**src/rtl/nbc_pkg.sv**
```systemverilog
package nbc_pkg;
  typedef enum logic [2:0] {
    ADDR_DATA   = 3'd0,
    ADDR_MODE   = 3'd1,
    ADDR_TIMING = 3'd2,
    ADDR_STATUS = 3'd3,
    ADDR_RESET  = 3'd4
  } reg_addr_e;

  typedef enum logic [1:0] {
    ECC_OFF   = 2'd0,
    ECC_CALC  = 2'd1,
    ECC_READ  = 2'd2,
    ECC_CLEAR = 2'd3
  } ecc_mode_e;

  typedef struct packed {
    ecc_mode_e ecc;
    logic      split;
    logic      wr_en;
    logic      ce;
    logic      ale;
    logic      cle;
  } mode_t;
endpackage

```
**src/rtl/nbc_sync.sv**
```systemverilog
module nbc_sync #(
  parameter int   STAGES  = 2,
  parameter logic RST_VAL = 1'b1
) (
  input  logic clk_i,
  input  logic rst_ni,
  input  logic d_i,
  output logic q_o
);
  logic [STAGES-1:0] sr_q;

  always_ff @(posedge clk_i or negedge rst_ni) begin
    if (!rst_ni) sr_q <= {STAGES{RST_VAL}};
    else         sr_q <= {sr_q[STAGES-2:0], d_i};
  end

  assign q_o = sr_q[STAGES-1];
endmodule

```
**src/rtl/nbc_regs.sv**
```systemverilog
module nbc_regs
  import nbc_pkg::*;
#(
  parameter int         RST_CYCLES = 8,
  parameter logic [7:0] TIMING_RST = 8'h13,
  parameter int         TW         = 4
) (
  input  logic          clk_i,
  input  logic          rst_ni,
  input  logic          wr_i,
  input  reg_addr_e     addr_i,
  input  logic [7:0]    wdata_i,
  output mode_t         mode_o,
  output logic [TW-1:0] spw_o,
  output logic [TW-1:0] hold_o,
  output logic          rst_busy_o
);
  localparam int RCW = $clog2(RST_CYCLES + 1);

  mode_t          mode_q;
  logic [2*TW-1:0] timing_q;
  logic           busy_q;
  logic [RCW-1:0] cnt_q;

  always_ff @(posedge clk_i or negedge rst_ni) begin
    if (!rst_ni) begin
      mode_q   <= '0;
      timing_q <= TIMING_RST;
      busy_q   <= 1'b0;
      cnt_q    <= '0;
    end else if (busy_q) begin
      mode_q   <= '0;
      timing_q <= TIMING_RST;
      cnt_q    <= cnt_q + 1'b1;
      if (cnt_q == RCW'(RST_CYCLES - 1)) busy_q <= 1'b0;
    end else if (wr_i) begin
      case (addr_i)
        ADDR_MODE:   mode_q   <= mode_t'(wdata_i[6:0]);
        ADDR_TIMING: timing_q <= wdata_i;
        ADDR_RESET: if (wdata_i[0]) begin
          busy_q <= 1'b1;
          cnt_q  <= '0;
        end
        default: ;
      endcase
    end
  end

  assign mode_o     = mode_q;
  assign spw_o      = timing_q[TW-1:0];
  assign hold_o     = timing_q[2*TW-1:TW];
  assign rst_busy_o = busy_q;


  rst_done_chk: assert property (@(posedge clk_i) disable iff (!rst_ni)
    $fell(busy_q) |-> (mode_q == '0 && timing_q == TIMING_RST));
endmodule

```
**src/rtl/nbc_strobe.sv**
```systemverilog
module nbc_strobe #(
  parameter int TW = 4
) (
  input  logic          clk_i,
  input  logic          rst_ni,
  input  logic          start_i,
  input  logic          rd_i,
  input  logic [7:0]    wdata_i,
  input  logic [TW-1:0] spw_i,
  input  logic [TW-1:0] hold_i,
  input  logic [7:0]    io_i,
  output logic          we_no,
  output logic          re_no,
  output logic [7:0]    io_o,
  output logic          io_oe_o,
  output logic          busy_o,
  output logic          byte_v_o,
  output logic          rd_v_o,
  output logic [7:0]    byte_o
);
  typedef enum logic [1:0] {S_IDLE, S_STRB, S_HOLD} st_e;

  st_e           st_q;
  logic [TW-1:0] cnt_q, spw_q, hold_q;
  logic          rd_q, byte_v_q, rd_v_q;
  logic [7:0]    wd_q, byte_q;

  always_ff @(posedge clk_i or negedge rst_ni) begin
    if (!rst_ni) begin
      st_q <= S_IDLE; cnt_q <= '0; spw_q <= '0; hold_q <= '0;
      rd_q <= 1'b0; wd_q <= '0; byte_q <= '0; byte_v_q <= 1'b0; rd_v_q <= 1'b0;
    end else begin
      byte_v_q <= 1'b0;
      rd_v_q   <= 1'b0;
      case (st_q)
        S_IDLE: if (start_i) begin
          st_q <= S_STRB; cnt_q <= '0;
          spw_q <= spw_i; hold_q <= hold_i;
          rd_q <= rd_i; wd_q <= wdata_i;
        end
        S_STRB: if (cnt_q == spw_q) begin
          st_q     <= S_HOLD;
          cnt_q    <= '0;
          byte_v_q <= 1'b1;
          rd_v_q   <= rd_q;
          byte_q   <= rd_q ? io_i : wd_q;   // sample on strobe end
        end else cnt_q <= cnt_q + 1'b1;
        S_HOLD: if (cnt_q == hold_q) st_q <= S_IDLE;
                else cnt_q <= cnt_q + 1'b1;
        default: st_q <= S_IDLE;
      endcase
    end
  end

  assign we_no    = !(st_q == S_STRB && !rd_q);
  assign re_no    = !(st_q == S_STRB && rd_q);
  assign io_o     = wd_q;
  assign io_oe_o  = (st_q != S_IDLE) && !rd_q;
  assign busy_o   = st_q != S_IDLE;
  assign byte_v_o = byte_v_q;
  assign rd_v_o   = rd_v_q;
  assign byte_o   = byte_q;

  // checker counter: cycles the strobe has already been low
  logic          strb_lo;
  logic [TW:0]   lo_cnt_q;
  assign strb_lo = !we_no || !re_no;
  always_ff @(posedge clk_i or negedge rst_ni) begin
    if (!rst_ni)      lo_cnt_q <= '0;
    else if (strb_lo) lo_cnt_q <= lo_cnt_q + 1'b1;
    else              lo_cnt_q <= '0;
  end


  strobe_width_chk: assert property (@(posedge clk_i) disable iff (!rst_ni)
    strb_lo |-> (lo_cnt_q <= {1'b0, spw_q}));

  stall_start_chk: assert property (@(posedge clk_i) disable iff (!rst_ni)
    (start_i && !busy_o) |=> busy_o);
endmodule

```
**src/rtl/nbc_ecc.sv**
```systemverilog
module nbc_ecc
  import nbc_pkg::*;
#(
  parameter int PAGE_BYTES = 512,
  parameter int NPAR       = 6
) (
  input  logic      clk_i,
  input  logic      rst_ni,
  input  logic      clr_i,
  input  ecc_mode_e mode_i,
  input  logic      byte_v_i,
  input  logic [7:0] byte_i,
  input  logic      rd_i,
  output logic [7:0] par_o
);
  localparam int LW = $clog2(NPAR);
  localparam int CW = $clog2(PAGE_BYTES + 1);

  logic [NPAR-1:0][7:0] par_q;
  logic [LW-1:0]        lane_q, idx_q;
  logic [CW-1:0]        cnt_q;
  logic                 wipe, acc;

  assign wipe = clr_i || mode_i == ECC_CLEAR;
  assign acc  = mode_i == ECC_CALC && byte_v_i && cnt_q < CW'(PAGE_BYTES);

  always_ff @(posedge clk_i or negedge rst_ni) begin
    if (!rst_ni) begin
      par_q <= '0; lane_q <= '0; cnt_q <= '0;
    end else if (wipe) begin
      par_q <= '0; lane_q <= '0; cnt_q <= '0;
    end else if (acc) begin
      for (int i = 0; i < NPAR; i++)
        if (lane_q == LW'(i)) par_q[i] <= par_q[i] ^ byte_i;
      lane_q <= (lane_q == LW'(NPAR - 1)) ? '0 : lane_q + 1'b1;
      cnt_q  <= cnt_q + 1'b1;
    end
  end

  always_ff @(posedge clk_i or negedge rst_ni) begin
    if (!rst_ni)                          idx_q <= '0;
    else if (clr_i || mode_i != ECC_READ) idx_q <= '0;
    else if (rd_i) idx_q <= (idx_q == LW'(NPAR - 1)) ? '0 : idx_q + 1'b1;
  end

  assign par_o = par_q[idx_q];


  ecc_idx_range_chk: assert property (@(posedge clk_i) disable iff (!rst_ni)
    idx_q < LW'(NPAR));

  ecc_idx_clr_chk: assert property (@(posedge clk_i) disable iff (!rst_ni)
    (mode_i != ECC_READ) |=> idx_q == '0);

  ecc_page_chk: assert property (@(posedge clk_i) disable iff (!rst_ni)
    cnt_q <= CW'(PAGE_BYTES));
endmodule

```
**src/rtl/nand_bus_ctrl.sv**
```systemverilog
module nand_bus_ctrl
  import nbc_pkg::*;
#(
  parameter int         PAGE_BYTES  = 512,
  parameter int         ECC_BYTES   = 6,
  parameter int         RST_CYCLES  = 8,
  parameter logic [7:0] TIMING_RST  = 8'h13,
  parameter int         SYNC_STAGES = 2
) (
  input  logic       clk_i,
  input  logic       rst_ni,
  input  logic       req_i,
  input  logic       we_i,
  input  logic [2:0] addr_i,
  input  logic [7:0] wdata_i,
  output logic [7:0] rdata_o,
  output logic       stall_o,
  output logic       cle_o,
  output logic       ale_o,
  output logic       ce_no,
  output logic       wp_no,
  output logic       we_no,
  output logic       re_no,
  input  logic [7:0] io_i,
  output logic [7:0] io_o,
  output logic       io_oe_o,
  input  logic       rb_ni,
  output logic       bus_split_o
);
  localparam int TW = 4;

  reg_addr_e     addr;
  mode_t         mode;
  logic [TW-1:0] spw, hold;
  logic          rst_busy, rb_sync, busy_flag;
  logic          acc, is_data, ecc_rd_mode, start, ecc_rd, reg_wr;
  logic          byte_v, rd_v;
  logic [7:0]    byte_cap, par_byte, rdata_q;

  assign addr        = reg_addr_e'(addr_i);
  assign acc         = req_i && !stall_o;
  assign is_data     = addr == ADDR_DATA;
  assign ecc_rd_mode = mode.ecc == ECC_READ;
  assign start  = acc && is_data && !rst_busy && !(!we_i && ecc_rd_mode);
  assign ecc_rd = acc && is_data && !we_i && ecc_rd_mode && !rst_busy;
  assign reg_wr = acc && we_i && !is_data;

  nbc_regs #(.RST_CYCLES(RST_CYCLES), .TIMING_RST(TIMING_RST), .TW(TW)) i_regs (
    .clk_i, .rst_ni, .wr_i(reg_wr), .addr_i(addr), .wdata_i,
    .mode_o(mode), .spw_o(spw), .hold_o(hold), .rst_busy_o(rst_busy)
  );

  nbc_strobe #(.TW(TW)) i_strobe (
    .clk_i, .rst_ni, .start_i(start), .rd_i(!we_i), .wdata_i,
    .spw_i(spw), .hold_i(hold), .io_i,
    .we_no, .re_no, .io_o, .io_oe_o, .busy_o(stall_o),
    .byte_v_o(byte_v), .rd_v_o(rd_v), .byte_o(byte_cap)
  );

  nbc_ecc #(.PAGE_BYTES(PAGE_BYTES), .NPAR(ECC_BYTES)) i_ecc (
    .clk_i, .rst_ni, .clr_i(rst_busy), .mode_i(mode.ecc),
    .byte_v_i(byte_v), .byte_i(byte_cap), .rd_i(ecc_rd), .par_o(par_byte)
  );

  nbc_sync #(.STAGES(SYNC_STAGES), .RST_VAL(1'b1)) i_rb_sync (
    .clk_i, .rst_ni, .d_i(rb_ni), .q_o(rb_sync)
  );
  assign busy_flag = !rb_sync;

  always_ff @(posedge clk_i or negedge rst_ni) begin
    if (!rst_ni) rdata_q <= '0;
    else if (acc && !we_i) begin
      case (addr)
        ADDR_MODE:   rdata_q <= {1'b0, mode};
        ADDR_TIMING: rdata_q <= {hold, spw};
        ADDR_STATUS: rdata_q <= {7'b0, busy_flag};
        ADDR_RESET:  rdata_q <= {7'b0, rst_busy};
        ADDR_DATA:   if (ecc_rd) rdata_q <= par_byte;
        default:     rdata_q <= '0;
      endcase
    end else if (rd_v) rdata_q <= byte_cap;
  end

  assign rdata_o     = rdata_q;
  assign cle_o       = mode.cle;
  assign ale_o       = mode.ale;
  assign ce_no       = !mode.ce;
  assign wp_no       = mode.wr_en;
  assign bus_split_o = mode.split;


  stall_mode_hold_chk: assert property (@(posedge clk_i) disable iff (!rst_ni)
    (stall_o && !rst_busy) |=> $stable(mode));
endmodule

```
**config.mk**
```make
export PLATFORM = sky130hd
export DESIGN_NAME = nand_bus_ctrl
export DESIGN_NICKNAME = d
export VERILOG_FILES = /design/src/rtl/nbc_pkg.sv /design/src/rtl/nbc_sync.sv /design/src/rtl/nbc_regs.sv /design/src/rtl/nbc_strobe.sv /design/src/rtl/nbc_ecc.sv /design/src/rtl/nand_bus_ctrl.sv
export SDC_FILE = /design/constraint.sdc
export NUM_CORES = 1
export LEC_CHECK = 0
export BUFFER_PORTS_ARGS = -buffer_cell sky130_fd_sc_hd__buf_2
export CAP_MARGIN = 40
export CORE_UTILIZATION = 42
export DETAILED_ROUTE_END_ITERATION = 10
export PLACE_DENSITY = 0.57
export SETUP_SLACK_MARGIN = 0.4
export SLEW_MARGIN = 25
export SYNTH_ARGS = -nofsm -noshare
export SYNTH_HDL_FRONTEND = slang
export SYNTH_SLANG_ARGS = --single-unit
```
**constraint.sdc**
```tcl
create_clock -name clk_i -period 2.2 [get_ports clk_i]
set_input_delay 0.22 -clock clk_i [delete_from_list [all_inputs] [get_ports clk_i]]
set_output_delay 0.22 -clock clk_i [all_outputs]
set_load 0.01 [all_outputs]
```
# Word level (Yosys, flattened, before mapping)
# Index checks and enable logic that the tools add are counted.
dict set report word_totals {
  out_inout_bits 25
  mem_count 0
  ram_bits 0
  romBits 0
  latchBits 0
  in_bits 24
  word_cells 177
  register_bits 127
}
dict set report classes {
  order_cmp 2
  n_div 0
  bitwise 6
  mul 0
  muxes 50
  addsub 5
  n_reduce_logical 61
  n_eq_ne 24
  shift 0
}
# cell n
set op_table {}
lappend op_table {{$mux W8} 14}
lappend op_table {{$mux W48} 2}
lappend op_table {{$xor A8 B8 Y8} 6}
lappend op_table {{$pmux W8 S5} 1}
lappend op_table {{$reduce_bool A2 Y1} 15}
lappend op_table {{$mux W4} 7}
lappend op_table {{$bmux W8 S3} 1}
lappend op_table {{$reduce_and A2 Y1} 11}
lappend op_table {{$mux W7} 3}
lappend op_table {{$mux W10} 2}
lappend op_table {{$mux W3} 6}
lappend op_table {{$logic_and A1 B1 Y1} 16}
lappend op_table {{$eq A3 B2 Y1 const B} 4}
lappend op_table {{$eq A3 B3 Y1 const B} 4}
lappend op_table {{$pmux W4 S3} 1}
lappend op_table {{$add A10 B1 Y10 const B} 1}
lappend op_table {{$logic_not A1 Y1} 10}
lappend op_table {{$lt A10 B10 Y1 const B} 1}
lappend op_table {{$mux W1} 9}
lappend op_table {{$reduce_and A3 Y1} 3}
lappend op_table {{$add A4 B1 Y4 const B} 2}
lappend op_table {{$eq A4 B4 Y1} 2}
lappend op_table {{$add A3 B1 Y3 const B} 2}
lappend op_table {{$eq A2 B2 Y1 const B} 3}
lappend op_table {{13 further kinds} 22}

# Logic depth before layout (Yosys ltp)
# Gate-level depths: netlist (run 1).
dict set report depth {
  ltp_word 10
  mapped_depth 8
  ltp_nobuf 7
}

# Cells and area by module
# A second synthesis (run 1) with hierarchy kept.
dict set report hier_totals {
  hier_cells 637
  hier_area_um2 6844.1
}
# module n_inst cells_each area_per_inst_um2
set by_module_without_submodules {}
lappend by_module_without_submodules {nbc_ecc 1 370 3626.0}
lappend by_module_without_submodules {nbc_strobe 1 128 1570.3}
lappend by_module_without_submodules {nbc_regs 1 68 874.6}
lappend by_module_without_submodules {nand_bus_ctrl 1 69 720.7}
lappend by_module_without_submodules {nbc_sync 1 2 52.6}

# Worst setup path before layout (run 1)
# No wires, ideal clock.
dict set report synth_timing {
  path_type {reg-to-reg}
  startpoint {reg i_strobe.st_q[0]}
  endpoint {reg i_strobe.wd_q[0] (netlist: i_strobe.io_o[0])}
  arrival_time_ns 1.910
  path_slack_ns 0.165
  n_path_buf 1
  synth_period_minus_slack_ns 2.035
  required_time_ns 2.075
  path_stages_with_launch 7
  cell_sequence {dfrtp_1 -> inv_1 -> ha_1 -> nand2_1 -> nor4_4 -> buf_6 -> mux2_2}
}
dict set report synth_between {
  elab_chain_cells 7
}
# element line
set synth_lines {}
lappend synth_lines {{start: declaration} nbc_strobe.sv:23} ;# st_e st_q;
lappend synth_lines {{start signal: assignment} nbc_strobe.sv:30} ;# st_q <= S_IDLE; cnt_q <= '0; spw_q <= '0; hold_q <= '0;
lappend synth_lines {{start signal: assignment} nbc_strobe.sv:37} ;# st_q <= S_STRB; cnt_q <= '0;
lappend synth_lines {{start signal: assignment} nbc_strobe.sv:42} ;# st_q <= S_HOLD;
lappend synth_lines {{$reduce_bool A2 Y1} nbc_strobe.sv:59} ;# assign busy_o = st_q != S_IDLE;
lappend synth_lines {{$logic_not A1 Y1} nand_bus_ctrl.sv:41} ;# assign acc = req_i && !stall_o;
lappend synth_lines {{$logic_and A1 B1 Y1} nand_bus_ctrl.sv:41}
lappend synth_lines {{$logic_and A1 B1 Y1 (3 in series)} nand_bus_ctrl.sv:44} ;# assign start = acc && is_data && !rst_busy && !(!we_i && ecc_rd_mode);
lappend synth_lines {{$reduce_and A2 Y1 (no source line) *} n/a}
lappend synth_lines {{end signal: assignment} nbc_strobe.sv:39} ;# rd_q <= rd_i; wd_q <= wdata_i;
lappend synth_lines {{end: declaration} nbc_strobe.sv:26} ;# logic [7:0] wd_q, byte_q;
# Mark *: on every way between the ends. The rest lies on a longest branch, timed or not.
# A chain may end at the register's enable or synchronous reset.

# Worst setup path in the final report (run 1)
dict set report layout_timing {
  startpoint {reg i_ecc.idx_q[0]}
  endpoint {reg rdata_q[3] (netlist: rdata_o[3])}
}
dict set report layout_between {
  elab_chain_cells 5
}
# element line
set layout_lines {}
lappend layout_lines {{start: declaration} nbc_ecc.sv:20} ;# logic [LW-1:0] lane_q, idx_q;
lappend layout_lines {{start signal: assignment} nbc_ecc.sv:43} ;# else if (rd_i) idx_q <= (idx_q == LW'(NPAR - 1)) ? '0 : idx_q + 1'b1;
lappend layout_lines {{$bmux W8 S3} nbc_ecc.sv:46} ;# assign par_o = par_q[idx_q];
lappend layout_lines {{$mux W8 (not written as such)} nbc_ecc.sv:46}
lappend layout_lines {{$mux W8} nand_bus_ctrl.sv:78} ;# ADDR_DATA: if (ecc_rd) rdata_q <= par_byte;
lappend layout_lines {{$pmux W8 S5} nand_bus_ctrl.sv:73} ;# case (addr)
lappend layout_lines {{$mux W8} nand_bus_ctrl.sv:72} ;# else if (acc && !we_i) begin
lappend layout_lines {{end signal: assignment} nand_bus_ctrl.sv:74} ;# ADDR_MODE: rdata_q <= {1'b0, mode};
lappend layout_lines {{end signal: assignment} nand_bus_ctrl.sv:75} ;# ADDR_TIMING: rdata_q <= {hold, spw};
lappend layout_lines {{end signal: assignment} nand_bus_ctrl.sv:78}
lappend layout_lines {{end: declaration} nand_bus_ctrl.sv:38} ;# logic [7:0] byte_cap, par_byte, rdata_q;
# Every way passes these cells. The select of a mux whose other input is x is not followed.

==> insert_results.sql, run 1 <==
INSERT INTO impl_metrics (metric_group, metric, value, unit) VALUES
('outcome', 'outcome', 'completed', ''),
('route', 'drtIter0Drc', '277', ''),
('floorplanning', 'placement_rows', '44', ''),
('synthesis', 'syn_inst', '616', ''),
('critical_path', 'worstSetupPathType', 'reg2reg', ''),
('critical_path', 'crit_fanout', '5', ''),
('synthesis', 'synth_top_area_share', '47.5', '%'),
('final_layout', 'post-route-util', '54.1', '%'),
('critical_path', 'r2r_slack', '0.35', 'ns'),
('floorplanning', 'core_footprint', '0.0148', 'mm2'),
('place', 'dp.final_hpwl', '10700', 'um'),
('sta', 'fin_hold_ws', '0.0631', 'ns'),
('synthesis', 'synth_area', '0.00643', 'mm2'),
('hold_path', 'worst_hold_path_type', 'in2reg', ''),
('clocking', 'cts.htree.levels', '4', ''),
('final_layout', 'layout-drive-gt1-share', '29.4', '%'),
('clocking', 'cts-buffers-inserted', '17', ''),
('floorplanning', 'io_pins', '49', ''),
('place', 'gpl.final_weighted_congestion', '0.853', ''),
('synthesis', 'synthMostInstantiatedCell', 'dfrtp_1', ''),
('synthesis', 'ys_ff_latch', '127', ''),
('power', 'power.switching_fraction', '34.2', '%'),
('sta', 'tns', '0', 'ns'),
('place', 'portBuffers', '48', ''),
('critical_path', 'timing.critical_path.to', 'rdata_o[3]$_DFFE_PN0P_', ''),
('critical_path', 'worstPathArrival', '2.14', 'ns'),
('critical_path', 'timing.critical_path.required', '2.48', 'ns'),
('power', 'power.combinational.fraction', '27.1', '%'),
('global_route', 'global_route.overflow_total', '0', ''),
('power', 'power.density', '1020', 'mW/mm2'),
('route', 'drc_errors', '0', ''),
('power', 'p_leak', '3.76', 'nW'),
('sta', 'finalWorstSetupSlack', '0.348', 'ns'),
('clocking', 'clk_lat_worst_skew', '0.42', 'ns'),
('floorplanning', 'initial_core_util', '43.6', '%'),
('power', 'switching_pwr', '2.77', 'mW'),
('global_route', 'grt_max_degree', '62', ''),
('sta', 'worstMarginPinSlew', '0.654', 'ns'),
('synthesis', 'distinct_cell_type_count_after_synthesis', '54', ''),
('sta', 'finalMaxSlewViolations', '0', ''),
('sta', 'grt_setup_unrepaired', 'yes', ''),
('synthesis', 'post-synth-top-area-cell', 'dfrtp_1', ''),
('route', 'first_pass_iters', '5', ''),
('synthesis', 'synth-seq-area-share', '49.5', '%'),
('critical_path', 'worst_setup_path_start_kind', 'register', ''),
('critical_path', 'critPathCaptureType', 'register', ''),
('synthesis', 'post_synth_most_frequent_cells', '122 x dfrtp_1, 86 x nor2_1, 81 x nand2_1', ''),
('route', 'antenna_violating_nets_post_route', '0', ''),
('floorplanning', 'die_height', '126', 'um'),
('clocking', 'cts_tree', 'done', ''),
('floorplanning', 'area_of_the_die', '0.0158', 'mm2'),
('route', 'wirelength', '16200', 'um'),
('global_route', 'vias_in_the_first_global_route', '4736', ''),
('synthesis', 'yosys_warnings', '0', ''),
('route', 'via_cell_ratio', '5.28', ''),
('clocking', 'worst_setup_hold_path_clk_slew', '0.06', 'ns'),
('synthesis', 'synth-edff-count', '0', ''),
('route', 'post_drt_wl_per_cell', '18.2', 'um'),
('global_route', 'number_of_antenna_violations_at_the_first_check_in_global_routing', '0', ''),
('job', 'max_cap_violations', '0', ''),
('clocking', 'ctsLongestPathBuffers', '2', ''),
('global_route', 'groute.usage.overall', '21.6', '%'),
('power', 'p_int', '5.34', 'mW'),
('power', 'power_frac_clock', '32.8', '%'),
('synthesis', 'synth_top_cells_by_area', 'dfrtp_1 47%, xor2_1 7.9%, nor2_1 5.0%', ''),
('place', 'placement.cell_area', '0.00699', 'mm2'),
('final_layout', 'fin_area', '0.00798', 'mm2'),
('sta', 'finalCriticalPeriod', '1.85', 'ns'),
('clocking', 'cts_num_sinks', '127', ''),
('global_route', 'grt_pass1_wl', '25700', 'um'),
('critical_path', 'timing.rr.start', 'i_ecc.idx_q[0]$_DFFE_PN0P_', '');
[worst max-delay path, stage by stage (launching register included)]
cell and delay, ns:
dfrtp_2 0.42, buf_12 0.15, mux4_2 0.52, a211o_1 0.32, a22oi_2 0.21, o21ai_0 0.10
[placed cells by master, fill, tap and decap left out, types with 14 or more instances in the layout]
| cell type | count |
|---|---|
| nand3b_1 | 14 |
| inv_1 | 15 |
| nor2_1 | 85 |
| buf_2 | 47 |
| xor2_1 | 58 |
| o21ai_0 | 17 |
| mux2i_1 | 29 |
| clkbuf_16 | 18 |
| nand2_1 | 76 |
| dfrtp_1 | 114 |
| buf_4 | 41 |
[cells by family (layout without fill, tap and decap cells)]
group / Yosys count / in the layout / share of synthesized area, %
AOI/OAI and AO/OA: 68 / 69 / 7.45
xor gates and xnor gates: 66 / 66 / 8.99
adders and majority gates: 10 / 10 / 1.95
buffers and inverters: 57 / 147 / 3.97
DFF: 127 / 127 / 49.5
muxes: 58 / 58 / 11.0
and+or+nand+nor: 230 / 230 / 17.1
[state kept, by name (all words and copies together) (netlist names)]
signal and cells:
i_strobe.byte_v_o 1, i_ecc.lane_q 3, i_strobe.rd_v_o 1, i_ecc.par_q 48, i_ecc.cnt_q 10, i_regs.mode_o 7
i_strobe.rd_q 1, rdata_o 8, i_regs.timing_q 8, i_strobe.io_o 8, i_regs.cnt_q 4, i_regs.rst_busy_o 1
i_ecc.idx_q 3, i_strobe.byte_o 8, i_rb_sync.sr_q 2, i_strobe.cnt_q 4, i_strobe.spw_q 4, i_strobe.st_q 2
i_strobe.hold_q 4
[what timing repair did]
| item | 4_1_cts | 5_1_grt |
|---|---|---|
| endpoints found under the hold margin | 30 | 0 |
| gates cloned | 1 | 1 |
| hold buffers | 2 | 0 |
| setup endpoints to repair | 56 | 64 |
| buffers inserted | 9 | 13 |
| pin swaps | 6 | 21 |
| gates resized for setup | 17 | 32 |
[power by group through the flow]
stage               Clock, mW  Sequential (mW)  Combinational, mW
global placement            0             3.25               1.82
finish                   2.66             3.25               2.20
global route             2.81             3.31               2.41
floorplan                   0             3.01               1.42
detailed placement          0             3.26               1.87
CTS                      2.71             3.23               2.05
[stage by stage]
step                instances  power [mW]
detailed placement        833        5.13
CTS                       877        7.99
global placement          833        5.07
finish                    891        8.11
global route              891        8.54
floorplan                 616        4.43
[worst min path at each step]
stage | startpoint | to | slack, ns
finish | wdata_i[7] | i_strobe.io_o[7]$_DFFE_PN0P_ | 0.06
global route | wdata_i[7] | i_strobe.io_o[7]$_DFFE_PN0P_ | 0.05
CTS | wdata_i[7] | i_strobe.io_o[7]$_DFFE_PN0P_ | 0.05
detailed placement | rst_ni | rdata_o[5]$_DFFE_PN0P_ | 0.23
global placement | rst_ni | rdata_o[3]$_DFFE_PN0P_ | 0.23
floorplan | rst_ni | i_ecc.cnt_q[0]$_DFFE_PN0P_ | -0.08
[metal layers]
layer | global-route usage, % | part of all wire, % | vias to the layer above
li1 | - | - | 2232
met1 | 30.7 | 48 | 2374
met2 | 32.8 | 47 | 88
met3 | 5.23 | 4.2 | 11
met4 | 6.24 | 0.98 | 0
met5 | 0 | 0 | -
[layout make-up]
type / count / area (um2)
sequential: 127 / 3190
fill: 1279 / 6780
clock inverter: 12 / 116
multi-input combinational: 433 / 3240
tap: 184 / 230
timing repair buffer: 98 / 691
clock buffer: 20 / 447
inverter: 17 / 63.8
Note: power is estimated with default switching activity, not from simulation.
==> run 2: changes to the inputs <==
clock period = 1.53 ns   (was 2.2 ns; I/O delays follow)
==> insert_results.sql, run 2 (same netlist as run 1, synthesis figures left out) <==
INSERT INTO impl_metrics (metric_group, metric, value, unit) VALUES
('critical_path', 'combined_buffer_and_inverter_count_along_the_critical_path', '2', ''),
('route', 'drtIter0Drc', '372', ''),
('sta', 'fin_worst_skew', '0.00620', 'ns'),
('clocking', 'cts.htree.levels', '4', ''),
('global_route', 'grt_max_degree', '42', ''),
('final_layout', 'most-common-layout-cells', '120 x dfrtp_1, 109 x buf_4, 81 x nor2_1, 57 x xor2_1, 42 x buf_2', ''),
('floorplanning', 'initial_core_util', '43.6', '%'),
('power', 'p_leak', '4.53', 'nW'),
('clocking', 'ctsLongestPathBuffers', '2', ''),
('final_layout', 'mostFrequentLayoutCell', 'dfrtp_1', ''),
('clocking', 'cts_num_sinks', '127', ''),
('outcome', 'failed_checks', 'negative setup slack', ''),
('sta', 'max_slew_margin', '66.5', '%'),
('global_route', 'number_of_antenna_violations_at_the_first_check_in_global_routing', '0', ''),
('hold_path', 'worst_hold_path_type', 'in2reg', ''),
('final_layout', 'layout.nets', '843', ''),
('place', 'gpl.final_weighted_congestion', '0.807', ''),
('critical_path', 'critPathCaptureType', 'register', ''),
('route', 'wirelength', '18000', 'um'),
('sta', 'tns', '-21.98', 'ns'),
('sta', 'finalMaxSlewViolations', '0', ''),
('sta', 'finalCriticalPeriod', '1.85', 'ns'),
('place', 'portBuffers', '48', ''),
('critical_path', 'worstPathArrival', '2.16', 'ns'),
('final_layout', 'num_antenna_cells', '0', ''),
('clocking', 'cts-buffers-inserted', '17', ''),
('route', 'via_cell_ratio', '5.14', ''),
('floorplanning', 'io_pins', '49', ''),
('sta', 'worstMarginPinSlew', '0.502', 'ns'),
('power', 'power.density', '1460', 'mW/mm2'),
('route', 'first_pass_iters', '4', ''),
('critical_path', 'crit_path_cell_trace', 'buf_12 > nor3b_4 > buf_12 > o41ai_4 > o211ai_2 > o21bai_4 > a22o_1', ''),
('route', 'antenna_violating_nets_post_route', '0', ''),
('hold_path', 'hp-start', 'wdata_i[4]', ''),
('place', 'dp.final_hpwl', '12100', 'um'),
('critical_path', 'timing.critical_path.required', '1.84', 'ns'),
('critical_path', 'crit_fanout', '5', ''),
('critical_path', 'worst_path_most_repeated_cell', 'buf_12', ''),
('final_layout', 'final_cell_count_no_fill', '1006', ''),
('critical_path', 'worstSetupPathType', 'reg2reg', ''),
('clocking', 'cts_tree', 'done', ''),
('sta', 'finalWorstSetupSlack', '-0.320', 'ns'),
('floorplanning', 'placement_rows', '44', ''),
('global_route', 'global_route.overflow_total', '0', ''),
('route', 'dr_total_vias', '5166', ''),
('sta', 'setup_violations', '128', ''),
('floorplanning', 'chipWidth', '126', 'um'),
('place', 'dp_cells', '913', ''),
('sta', 'clock.fmax', '0.540', 'GHz'),
('sta', 'min_period_over_period', '121', '%'),
('route', 'drc_errors', '0', ''),
('critical_path', 'worst_path_largest_cell_delay', '0.44', 'ns'),
('clocking', 'worst_setup_hold_path_clk_slew', '0.06', 'ns'),
('job', 'max_cap_violations', '0', ''),
('final_layout', 'flow.area_growth_from_synthesis', '48.4', '%'),
('floorplanning', 'die_height', '126', 'um'),
('final_layout', 'largest_register_ffs', '48', ''),
('route', 'post_drt_wl_per_cell', '17.9', 'um'),
('final_layout', 'max_flop_register', 'i_ecc.par_q', ''),
('critical_path', 'timing.critical_path.max_delay_family', 'compound AO/OA/AOI/OAI gates', ''),
('critical_path', 'cp_slowest_cell', 'dfrtp_2', ''),
('global_route', 'vias_in_the_first_global_route', '5457', ''),
('final_layout', 'fillerInstances', '1168', ''),
('critical_path', 'worst_setup_path_start_kind', 'register', ''),
('power', 'vdd_ir_drop_max', '1.26', 'mV'),
('global_route', 'groute.usage.overall', '24.3', '%'),
('floorplanning', 'core_footprint', '0.0148', 'mm2'),
('outcome', 'outcome', 'finished with violations', ''),
('global_route', 'grt_pass1_wl', '29200', 'um'),
('clocking', 'clock-root-buffer', 'clkbuf_16', ''),
('floorplanning', 'area_of_the_die', '0.0158', 'mm2'),
('critical_path', 'worst_setup_path_startpoint', 'i_regs.mode_o[6]$_DFFE_PN0P_', ''),
('clocking', 'clk_lat_worst_skew', '0.43', 'ns'),
('final_layout', 'largestRegisters', 'i_ecc.par_q: 48 flops, i_ecc.cnt_q: 10 flops', ''),
('critical_path', 'timing.rr.start', 'i_regs.mode_o[6]$_DFFE_PN0P_', ''),
('final_layout', 'layout-drive-gt1-share', '46.1', '%'),
('sta', 'finalHoldViolCount', '0', ''),
('sta', 'grt_setup_unrepaired', 'yes', '');
## run 2: power by group
group / switching (mW) / internal (mW) / total [mW]
sequential: 0.726 / 3.89 / 4.62
combinational: 2.41 / 2.74 / 5.15
clock: 1.49 / 2.64 / 4.12
total: 4.63 / 9.27 / 13.9
## run 2: worst reg2reg max path, stage by stage (launching register included)
cell      delay [ns]
dfrtp_2         0.44
buf_12          0.14
nor3b_4         0.15
buf_12          0.12
o41ai_4         0.25
o211ai_2        0.20
o21bai_4        0.21
a22o_1          0.23
## run 2: area by class of cell
type / count / area, um2 / share of cell area [%]
clock buffers: 22 / 464 / 4.86
flip-flops and latches: 127 / 3190 / 33.4
repair buffers: 212 / 1820 / 19.1
multi-input cells: 434 / 3640 / 38.1
inverters: 17 / 63.8 / 0.668
well taps: 184 / 230 / 2.41
clock inverters: 10 / 136 / 1.43
## run 2: through the flow
step	worst slack, ns	cell area (um2)	hold WS (ns)	util, %	total power, mW
3_5_place_dp	-0.367	7800	0.145	52.8	8.13
2_1_floorplan	-0.292	6740	-0.143	-	6.66
6_report	-0.320	9550	0.0155	64.7	13.9
4_1_cts	-0.254	9070	0.000925	61.5	13.2
5_1_grt	-0.375	9550	0.0108	64.7	14.6
3_3_place_gp	-0.346	7800	0.153	52.8	8.02
## run 2: repair_timing
action                                  in CTS  in global routing
gates cloned                                 1                  2
hold buffers                                10                  0
gates resized for setup                     77                 73
endpoints found under the setup margin     147                148
pin swaps                                   29                 55
buffers inserted                            31                 17
hold endpoints to repair                    32                  0
## run 2: final timing paths
path                                                  endpoint  slack, ns  cells past startpoint
worst max-delay path             i_strobe.cnt_q[2]$_DFFE_PN0P_      -0.32                      7
worst min-delay path              i_strobe.io_o[4]$_DFFE_PN0P_       0.02                      2
worst max register to register   i_strobe.cnt_q[2]$_DFFE_PN0P_      -0.32                      7
worst min register to register     i_rb_sync.sr_q[1]$_DFF_PN1_       0.36                      0
max in group asynchronous       i_regs.timing_q[1]$_DFFE_PN1P_       0.68                      3
min in group asynchronous           i_ecc.idx_q[0]$_DFFE_PN0P_       0.26                      2
## run 2: metal layers
metal  vias up  share of wire, %  track usage, %
li1       2465                 -               -
met3        16               3.8            5.65
met4         0               1.1            7.37
met1      2601                47            33.1
met5         -                 0               0
met2        84                48            38.8
==> run 3: changes to the inputs <==
SYNTH_HIERARCHICAL = 1   (was default)
==> insert_results.sql, run 3 <==
INSERT INTO impl_metrics (metric_group, metric, value, unit) VALUES
('global_route', 'vias_in_the_first_global_route', '6198', ''),
('synthesis', 'post_synth.cell_area_avg', '10.7', 'um2'),
('floorplanning', 'io_pins', '49', ''),
('floorplanning', 'placement_rows', '46', ''),
('synthesis', 'synth_area', '0.00684', 'mm2'),
('sta', 'min_period_over_period', '132', '%'),
('final_layout', 'multi_input_comb_area', '0.00426', 'mm2'),
('global_route', 'number_of_antenna_violations_at_the_first_check_in_global_routing', '0', ''),
('hold_path', 'hp-start', 'wdata_i[2]', ''),
('clocking', 'clk_lat_worst_skew', '0.42', 'ns'),
('critical_path', 'critPathCaptureType', 'register', ''),
('synthesis', 'synth-seq-area-share', '46.5', '%'),
('clocking', 'cts_tree', 'done', ''),
('critical_path', 'crit_fanout', '6', ''),
('power', 'vdd_ir_drop_max', '1.39', 'mV'),
('synthesis', 'yosys_warnings', '6', ''),
('final_layout', 'layout-drive-gt1-share', '54.8', '%'),
('floorplanning', 'die_height', '130', 'um'),
('sta', 'clock.fmax', '0.496', 'GHz'),
('sta', 'grt_setup_unrepaired', 'yes', ''),
('synthesis', 'synth_top_area_share', '44.6', '%'),
('route', 'via_cell_ratio', '5.80', ''),
('final_layout', 'mostFrequentLayoutCell', 'dfrtp_1', ''),
('sta', 'finalWorstSetupSlack', '-0.487', 'ns'),
('sta', 'max_slew_margin', '68.1', '%'),
('critical_path', 'worstSetupPathType', 'reg2reg', ''),
('critical_path', 'r2r.worst_path.cells', '10', ''),
('final_layout', 'layout.nets', '871', ''),
('synthesis', 'distinct_cell_type_count_after_synthesis', '65', ''),
('route', 'drc_errors', '0', ''),
('global_route', 'grt_pass1_wl', '34100', 'um'),
('synthesis', 'ys_async_sr_fraction', '100', '%'),
('final_layout', 'largest_register_ffs', '48', ''),
('synthesis', 'postSynthNetCount', '669', ''),
('synthesis', 'post_synth_most_frequent_cells', '122 x dfrtp_1, 53 x a21oi_1, 48 x mux2i_1', ''),
('place', 'dp.final_hpwl', '13200', 'um'),
('critical_path', 'critical_path.reg2reg.endpoint', 'i_strobe/cnt_q[3]$_DFFE_PN0P_', ''),
('synthesis', 'synthMostInstantiatedCell', 'dfrtp_1', ''),
('final_layout', 'num_antenna_cells', '0', ''),
('clocking', 'clock-root-buffer', 'clkbuf_16', ''),
('critical_path', 'timing.rr.start', 'i_strobe/st_q[0]$_DFFE_PN0P_', ''),
('route', 'antenna_violating_nets_post_route', '0', ''),
('power', 'total_power', '15.1', 'mW'),
('outcome', 'failed_checks', 'negative setup slack', ''),
('clocking', 'cts.htree.levels', '4', ''),
('sta', 'finalCriticalPeriod', '2.02', 'ns'),
('synthesis', 'dominantRegCellSynth', 'dfrtp_1', ''),
('floorplanning', 'area_of_the_die', '0.0168', 'mm2'),
('critical_path', 'r2r_slack', '-0.49', 'ns'),
('floorplanning', 'initial_core_util', '43.1', '%'),
('outcome', 'outcome', 'finished with violations', ''),
('route', 'post_drt_wl_per_cell', '21.2', 'um'),
('critical_path', 'worst_setup_path_start_kind', 'register', ''),
('sta', 'finalHoldViolCount', '0', ''),
('place', 'place_ws', '-0.490', 'ns'),
('synthesis', 'post-synth-top-area-cell', 'dfrtp_1', ''),
('route', 'first_pass_iters', '5', ''),
('critical_path', 'timing.critical_path.required', '1.84', 'ns'),
('place', 'gpl.final_weighted_congestion', '0.807', ''),
('final_layout', 'flow.area_growth_from_synthesis', '56.7', '%'),
('global_route', 'global_route.overflow_total', '0', ''),
('power', 'power.density', '1410', 'mW/mm2'),
('final_layout', 'most-common-layout-cells', '117 x dfrtp_1, 96 x buf_4, 48 x mux2i_1, 46 x buf_6, 42 x buf_2', ''),
('final_layout', 'max_flop_register', 'i_ecc/par_q', ''),
('clocking', 'cts_num_sinks', '127', ''),
('power', 'p_leak', '4.65', 'nW'),
('final_layout', 'seq_cell_area', '0.00319', 'mm2'),
('clocking', 'worst_setup_hold_path_clk_slew', '0.06', 'ns'),
('route', 'dr_total_vias', '6199', ''),
('final_layout', 'largestRegisters', 'i_ecc/par_q: 48 flops, i_ecc/cnt_q: 10 flops', ''),
('synthesis', 'synth-edff-count', '0', ''),
('sta', 'fin_worst_skew', '0.00818', 'ns'),
('critical_path', 'worstPathArrival', '2.32', 'ns'),
('sta', 'worstMarginPinSlew', '0.478', 'ns'),
('hold_path', 'hold_depth', '2', ''),
('place', 'portBuffers', '48', ''),
('final_layout', 'fillerInstances', '1152', ''),
('synthesis', 'synth_top_cells_by_area', 'dfrtp_1 45%, mux2i_1 7.0%, o31ai_1 4.8%', ''),
('clocking', 'ctsLongestPathBuffers', '2', ''),
('sta', 'setup_violations', '128', ''),
('sta', 'finalMaxSlewViolations', '0', ''),
('job', 'max_cap_violations', '0', ''),
('synthesis', 'ys_ff_latch', '127', ''),
('hold_path', 'hold_path_end', 'i_strobe/io_o[2]$_DFFE_PN0P_', ''),
('route', 'drtIter0Drc', '422', ''),
('global_route', 'groute.usage.overall', '27.3', '%'),
('global_route', 'grt_max_degree', '37', ''),
('floorplanning', 'core_footprint', '0.0159', 'mm2'),
('route', 'wirelength', '22600', 'um'),
('hold_path', 'worst_hold_path_type', 'in2reg', ''),
('clocking', 'cts-buffers-inserted', '17', ''),
('final_layout', 'post-route-util', '67.5', '%'),
('synthesis', 'syn_inst', '637', ''),
('floorplanning', 'chipWidth', '130', 'um');
==> run 3: metal layers <==
metal / up-vias / track usage, % / wire length [um]
li1: 2785 / - / -
met1: 3159 / 34.6 / 9310
met2: 217 / 46.2 / 11700
met3: 38 / 5.49 / 1150
met4: 0 / 9.92 / 478
met5: - / 0 / 0
==> run 3: what timing repair did <==
item | in CTS | in global routing
setup buffers | 43 | 21
pin swaps | 84 | 72
hold endpoints to repair | 116 | 0
hold buffers | 5 | 0
gates cloned | 13 | 3
setup endpoints to repair | 144 | 147
resized for setup | 142 | 110
==> run 3: power breakdown <==
group          internal, mW  total, mW  switching (mW)
sequential             3.93       4.53           0.598
combinational          3.34       6.59            3.26
clock                  2.35       4.00            1.65
==> run 3: cells by family (layout without fill, tap and decap cells) <==
logic type                 after synthesis  after routing  share of synthesized area, %
and+or+nand+nor                        181            182                          15.6
DFF                                    127            127                          46.5
xor gates and xnor gates                12             12                          1.65
AOI/OAI and AO/OA                      156            156                          15.4
muxes                                   82             82                          14.4
buffers and inverters                   71            285                          5.01
adders and majority gates                8              8                          1.46
==> run 3: worst max-delay path, cell delays in order (launching register included) <==
cell,delay (ns)
dfrtp_1,0.40
inv_2,0.09
ha_4,0.16
inv_6,0.05
nor3b_4,0.18
nand2b_1,0.11
nor2_2,0.20
nand2b_4,0.17
o31a_1,0.21
o21ai_4,0.11
a22o_1,0.22
==> run 3: final cells by class <==
cell class	count	share of cell area (%)
Multi-Input combinational cell	440	39.8
Sequential cell	127	29.8
Clock inverter	13	1.20
Inverter	26	0.957
Timing Repair Buffer	227	21.6
Tap cell	216	2.52
Clock buffer	19	4.22
==> run 3: how the worst max path moves through the flow <==
stage | startpoint | endpoint | cells after the start
floorplan | i_strobe/st_q[1]$_DFFE_PN0P_ | rdata_o[1]$_DFFE_PN0P_ | 8
global placement | i_strobe/st_q[1]$_DFFE_PN0P_ | rdata_o[0]$_DFFE_PN0P_ | 8
detailed placement | i_ecc/idx_q[0]$_DFFE_PN0P_ | rdata_o[5]$_DFFE_PN0P_ | 8
CTS | i_ecc/idx_q[0]$_DFFE_PN0P_ | rdata_o[5]$_DFFE_PN0P_ | 8
global route | i_strobe/st_q[0]$_DFFE_PN0P_ | i_strobe/cnt_q[3]$_DFFE_PN0P_ | 11
finish | i_strobe/st_q[0]$_DFFE_PN0P_ | i_strobe/cnt_q[3]$_DFFE_PN0P_ | 10
==> run 3: stage by stage <==
stage / std cells / hold slack [ns] / cell area (um2) / setup TNS, ns
3_5_place_dp: 951 / 0.0911 / 8140 / -25.22
2_1_floorplan: 637 / -0.143 / 7090 / -12.15
6_report: 1068 / 0.0174 / 10700 / -31.90
3_3_place_gp: 951 / 0.0939 / 8140 / -22.70
5_1_grt: 1068 / 0.0121 / 10700 / -38.07
4_1_cts: 1044 / 0.00600 / 9990 / -24.84
